$ cat src/rtl/seq_pkg.sv
package seq_pkg;
  typedef enum logic [1:0] {
    CC_ALWAYS  = 2'b00,
    CC_RET     = 2'b01,
    CC_ZERO    = 2'b10,
    CC_NONZERO = 2'b11
  } seq_cond_e;

  typedef enum logic [1:0] {
    BK_FWD  = 2'b00,
    BK_BACK = 2'b01,
    BK_ABS  = 2'b10,
    BK_ABS2 = 2'b11
  } seq_brkind_e;
endpackage

$ cat src/rtl/seq_cond_eval.sv
module seq_cond_eval #(
  parameter int DATA_W = 16
) (
  input  logic [1:0]        cond_i,
  input  logic [DATA_W-1:0] ts_i,
  output logic              pass_o
);
  import seq_pkg::*;
  logic ts_zero;
  assign ts_zero = (ts_i == '0);

  always_comb begin
    case (seq_cond_e'(cond_i))
      CC_ZERO:    pass_o = ts_zero;
      CC_NONZERO: pass_o = !ts_zero;
      default:    pass_o = 1'b1;
    endcase
  end
endmodule

$ cat src/rtl/seq_fetch_sel.sv
module seq_fetch_sel #(
  parameter int ADDR_W     = 16,
  parameter int CELL_BYTES = 2
) (
  input  logic [1:0]        cond_i,
  input  logic              has_imm_i,
  input  logic [ADDR_W-1:0] pc_i,
  input  logic [ADDR_W-1:0] ra_i,
  output logic [ADDR_W-1:0] fetch_o,
  output logic [ADDR_W-1:0] imm_o,
  output logic              ra_sel_o
);
  import seq_pkg::*;
  localparam logic [ADDR_W-1:0] STEP = ADDR_W'(CELL_BYTES);

  assign ra_sel_o = (seq_cond_e'(cond_i) == CC_RET);
  assign imm_o    = pc_i;

  always_comb begin
    if (ra_sel_o)       fetch_o = ra_i;
    else if (has_imm_i) fetch_o = pc_i + STEP;
    else                fetch_o = pc_i;
  end
endmodule

$ cat src/rtl/seq_target_calc.sv
module seq_target_calc #(
  parameter int ADDR_W     = 16,
  parameter int DIST_W     = 6,
  parameter int CELL_BYTES = 2
) (
  input  logic [1:0]        kind_i,
  input  logic              use_lit_i,
  input  logic [DIST_W-1:0] dist_i,
  input  logic [ADDR_W-1:0] src_i,
  input  logic [ADDR_W-1:0] pc_i,
  output logic [ADDR_W-1:0] target_o
);
  import seq_pkg::*;
  localparam int CELL_SHIFT = $clog2(CELL_BYTES);
  localparam logic [ADDR_W-1:0] STEP = ADDR_W'(CELL_BYTES);

  logic [ADDR_W-1:0] lit_bytes, offset, base;

  generate
    if (DIST_W + CELL_SHIFT >= ADDR_W) begin : g_lit_trunc
      assign lit_bytes = ADDR_W'({dist_i, {CELL_SHIFT{1'b0}}});
    end else begin : g_lit_ext
      assign lit_bytes = {{(ADDR_W-DIST_W-CELL_SHIFT){1'b0}}, dist_i, {CELL_SHIFT{1'b0}}};
    end
  endgenerate

  assign offset = use_lit_i ? lit_bytes : src_i;
  assign base   = pc_i + STEP;

  always_comb begin
    case (seq_brkind_e'(kind_i))
      BK_FWD:  target_o = base + offset;
      BK_BACK: target_o = base - offset;
      default: target_o = offset;
    endcase
  end
endmodule

$ cat src/rtl/dslot_sequencer.sv
module dslot_sequencer #(
  parameter int ADDR_W     = 16,
  parameter int DATA_W     = 16,
  parameter int DIST_W     = 6,
  parameter int CELL_BYTES = 2
) (
  input  logic              clk,
  input  logic              rst,
  input  logic              step,
  input  logic [1:0]        cond,
  input  logic              is_branch,
  input  logic [1:0]        br_kind,
  input  logic              br_use_lit,
  input  logic [DIST_W-1:0] br_dist,
  input  logic [ADDR_W-1:0] br_src,
  input  logic              has_imm,
  input  logic [ADDR_W-1:0] ra_in,
  input  logic [DATA_W-1:0] ts_in,
  output logic [ADDR_W-1:0] pc,
  output logic [ADDR_W-1:0] fetch_addr,
  output logic [ADDR_W-1:0] imm_addr,
  output logic              ra_fetch,
  output logic              commit
);
  localparam logic [ADDR_W-1:0] STEP = ADDR_W'(CELL_BYTES);

  logic [ADDR_W-1:0] pc_q, fetch_q, imm_q;
  logic              ra_q, commit_q;

  logic              pass;
  logic [ADDR_W-1:0] fetch_nx, imm_nx, target, pc_nx;
  logic              ra_nx;

  seq_cond_eval #(.DATA_W(DATA_W)) u_cond (
    .cond_i (cond),
    .ts_i   (ts_in),
    .pass_o (pass)
  );

  seq_fetch_sel #(.ADDR_W(ADDR_W), .CELL_BYTES(CELL_BYTES)) u_fetch (
    .cond_i    (cond),
    .has_imm_i (has_imm),
    .pc_i      (pc_q),
    .ra_i      (ra_in),
    .fetch_o   (fetch_nx),
    .imm_o     (imm_nx),
    .ra_sel_o  (ra_nx)
  );

  seq_target_calc #(.ADDR_W(ADDR_W), .DIST_W(DIST_W), .CELL_BYTES(CELL_BYTES)) u_tgt (
    .kind_i    (br_kind),
    .use_lit_i (br_use_lit),
    .dist_i    (br_dist),
    .src_i     (br_src),
    .pc_i      (pc_q),
    .target_o  (target)
  );

  // Default advance happens first; a taken branch overrides it afterwards.
  assign pc_nx = (is_branch && pass) ? target : (fetch_nx + STEP);

  always_ff @(posedge clk) begin
    if (rst) begin
      pc_q     <= '0;
      fetch_q  <= '0;
      imm_q    <= '0;
      ra_q     <= 1'b0;
      commit_q <= 1'b0;
    end else if (step) begin
      pc_q     <= pc_nx;
      fetch_q  <= fetch_nx;
      imm_q    <= imm_nx;
      ra_q     <= ra_nx;
      commit_q <= pass;
    end
  end

  assign pc         = pc_q;
  assign fetch_addr = fetch_q;
  assign imm_addr   = imm_q;
  assign ra_fetch   = ra_q;
  assign commit     = commit_q;
endmodule

$ cat config.mk
export PLATFORM = sky130hd
export DESIGN_NAME = dslot_sequencer
export DESIGN_NICKNAME = d
export VERILOG_FILES = /design/src/rtl/seq_pkg.sv /design/src/rtl/seq_cond_eval.sv /design/src/rtl/seq_fetch_sel.sv /design/src/rtl/seq_target_calc.sv /design/src/rtl/dslot_sequencer.sv
export SDC_FILE = /design/constraint.sdc
export NUM_CORES = 1
export LEC_CHECK = 0
export BUFFER_PORTS_ARGS = -buffer_cell sky130_fd_sc_hd__buf_4
export CAP_MARGIN = 20
export CORE_MARGIN = 4
export CORE_UTILIZATION = 55
export DETAILED_ROUTE_END_ITERATION = 8
export PLACE_DENSITY_LB_ADDON = 0.2
export SETUP_SLACK_MARGIN = 0.4
export SLEW_MARGIN = 20
export SYNTH_ARGS = -nofsm -noshare
export SYNTH_HDL_FRONTEND = slang
export SYNTH_SLANG_ARGS = --single-unit
$ cat constraint.sdc
create_clock -name clk -period 5.36 [get_ports clk]
set_input_delay 1.072 -clock clk [delete_from_list [all_inputs] [get_ports clk]]
set_output_delay 1.072 -clock clk [all_outputs]
set_load 0.005 [all_outputs]
==> metrics.yaml <==
synthCells: 582
cts_buffer_depth: 2
diodes: 0
synth_edf_count: 0
rows: 32
drv_slew: 0
dp.final_hpwl_um: 9970
leakagePower_nw: 2.37
synth_area_um2: 4480
crit_fanout: 32
die-area_um2: 9660
critical_path_required_ns: 5.57
yosys.area.top_type: "dfxtp_1"
seq_area_um2: 1000
placement.io_buffers: 113
outcome: "completed"
synth_flop_cell: "dfxtp_1"
ctsHoldBuffers: 0
crit_type: "input port to register"
area_delta_synth_final_pct: 19.8
fmax_mhz: 230
antenna_found_initial: 0
gp_routability_congestion: 0.862
finalPower_mw: 1.09
layout.nets: 748
synth-seq-area-share_pct: 22.3
share_comb_of_total_power_pct: 39.4
ys_ff_latch: 50
critPathLaunchType: "input port"
clk_latency_ns: 0.31
drive_gt1_share_pct: 20.8
tightest_slew_ns: 1.00
synthArstFlopShare_pct: 0
p_int_uw: 686
final_util_pct: 68.8
multi_input_area_um2: 3250
clock_sinks: 50
n_fill_cell: 712
grt_setup_unrepaired: "no"
grt-ovfl-total: 0
drtIter0Drc: 420
grt_pass1_wl_um: 22100
tritoncts: "done"
numCtsBuffers: 5
clock_skew_ns: 0.00872
ctsResizeCount: 0
drt-wirelength-per-cell_um: 17.5
synth.distinct_cells: 61
track_usage_pct: 27.2
finalHoldViolations: 0
synth_nets: 668
max-vdd-ir-drop_v: 0.000188
synthTopCellsByArea: "dfxtp_1, mux2i_1, ha_1"
viasPerCell: 6.12
die_w_um: 98.3
worstSetupEndpointType: "register"
pwr-share-clk_pct: 20.6
path_clk_slew_ns: 0.10
grt_max_degree: 52
cts_setup_buffers: 0
slew_headroom_pct: 33.4
sw_frac_of_total_pct: 36.9
yosysTopAreaCellShare_pct: 22.3
drc: 0
fin_crit_sh_pct: 81.1
syn_avg_cell_area_um2: 7.70
cap_violations: 0
routed_wl_um: 13400
cts-root-buf: "clkbuf_8"
first_pass_iters: 5
htree_num_levels: 2
pin_count: 114
finalSetupTns_ns: 0
hold_path_class: "register to register"
critPathArrivalTime_ns: 4.55
switchingPower_uw: 402
dieHeight_um: 98.3
core_area_um2: 7810
antenna_left: 0
setup-violations-final: 0
initial_utilization_pct: 57.4
p_seq_share_pct: 39.9
first_global_vias: 4530
yosysWarnings: 0
p_per_area_nw_per_um2: 203
vias: 4681
fin_crit_ns: 4.35
==> power groups by stage <==
stage	Sequential [mW]	Clock (mW)	Combinational, mW
2_1_floorplan	0.418	0	0.303
3_3_place_gp	0.440	0	0.409
3_5_place_dp	0.442	0	0.421
4_1_cts	0.433	0.230	0.424
5_1_grt	0.439	0.246	0.473
6_report	0.435	0.224	0.429
==> cells in the mapped netlist, drive strengths merged (13+ instances only) <==
cell and instances:
dfxtp 50, buf 15, o211ai 19, xnor2 24
clkbuf 28, nor3 13, nand4 18, nand2 49
mux2i 42, nand3 16, nor2b 14, ha 21
o21ai 27, a21oi 31, xor2 27, nor2 68
==> per-stage QoR <==
step | hold WS, ns | setup slack, ns | cells | cell area, µm²
2_1_floorplan | 0.462 | 1.20 | 582 | 4480
5_1_grt | 0.512 | 0.628 | 765 | 5370
4_1_cts | 0.490 | 1.01 | 765 | 5370
6_report | 0.486 | 1.01 | 765 | 5370
3_3_place_gp | 0.459 | 0.849 | 757 | 5280
3_5_place_dp | 0.475 | 0.693 | 757 | 5280
==> final timing paths <==
| kind | start | to | slack, ns | depth (start not counted) |
|---|---|---|---|---|
| max | br_use_lit | pc[13]$_SDFFE_PP0P_ | 1.01 | 14 |
| min | fetch_addr[5]$_SDFFE_PP0P_ | fetch_addr[5]$_SDFFE_PP0P_ | 0.49 | 2 |
| max reg2reg | pc[1]$_SDFFE_PP0P_ | pc[12]$_SDFFE_PP0P_ | 1.68 | 12 |
| min reg2reg | fetch_addr[5]$_SDFFE_PP0P_ | fetch_addr[5]$_SDFFE_PP0P_ | 0.49 | 2 |
==> cell usage in the layout (no fill, tap or decap), types with 11 or more instances in the layout <==
cell / synthesis / routed
a21oi_1: 31 / 31
buf_4: 2 / 116
dfxtp_1: 50 / 50
ha_1: 21 / 21
mux2i_1: 42 / 42
nand2_1: 49 / 49
nand2b_1: 11 / 11
nand3_1: 15 / 15
nand4_1: 16 / 16
nor2_1: 68 / 68
nor2b_1: 14 / 14
nor3_1: 13 / 13
o211ai_1: 19 / 19
o21ai_0: 24 / 24
xnor2_1: 24 / 24
xor2_1: 27 / 27
==> final cells by class <==
cell class	count	area share, %
Timing Repair Buffer	116	16.2
Clock inverter	2	0.256
Inverter	9	0.629
Multi-Input combinational cell	480	60.5
Clock buffer	6	1.35
Sequential cell	50	18.6
Tap cell	102	2.38
==> flip-flops by register name (all words and copies together) (netlist names) <==
| signal | flops |
|---|---|
| commit | 1 |
| imm_addr | 16 |
| fetch_addr | 16 |
| ra_fetch | 1 |
| pc | 16 |
==> kinds of logic (layout without fill, tap and decap cells) <==
kind of cell / count (synthesis) / in the layout / synth area share [%]
AO/OA/AOI/OAI: 132 / 132 / 20.2
XOR/XNOR: 51 / 51 / 9.97
adder cells (fa/ha/maj): 22 / 22 / 6.31
buffers and inverters: 52 / 133 / 5.14
flip-flops: 50 / 50 / 22.3
multiplexers: 42 / 42 / 9.38
AND/OR/NAND/NOR: 233 / 233 / 26.7
==> critical path, stage by stage <==
cell	delay, ns
buf_4	0.27
mux2i_1	0.46
o2111ai_1	0.30
o21bai_1	0.32
o31ai_1	0.25
a21oi_1	0.10
o22a_1	0.20
ha_1	0.33
and3_1	0.19
a21oi_1	0.13
nor4b_1	0.41
o21a_1	0.19
o211ai_1	0.09
a31o_1	0.23
==> per-layer routing <==
layer,vias up,GRT usage (%),part of all wire (%)
li1,2262,-,-
met1,2188,36.1,44
met2,210,45.0,47
met3,21,4.64,7.5
met4,0,8.72,1.9
met5,-,0,0
Note: power is estimated with default switching activity, not from simulation.
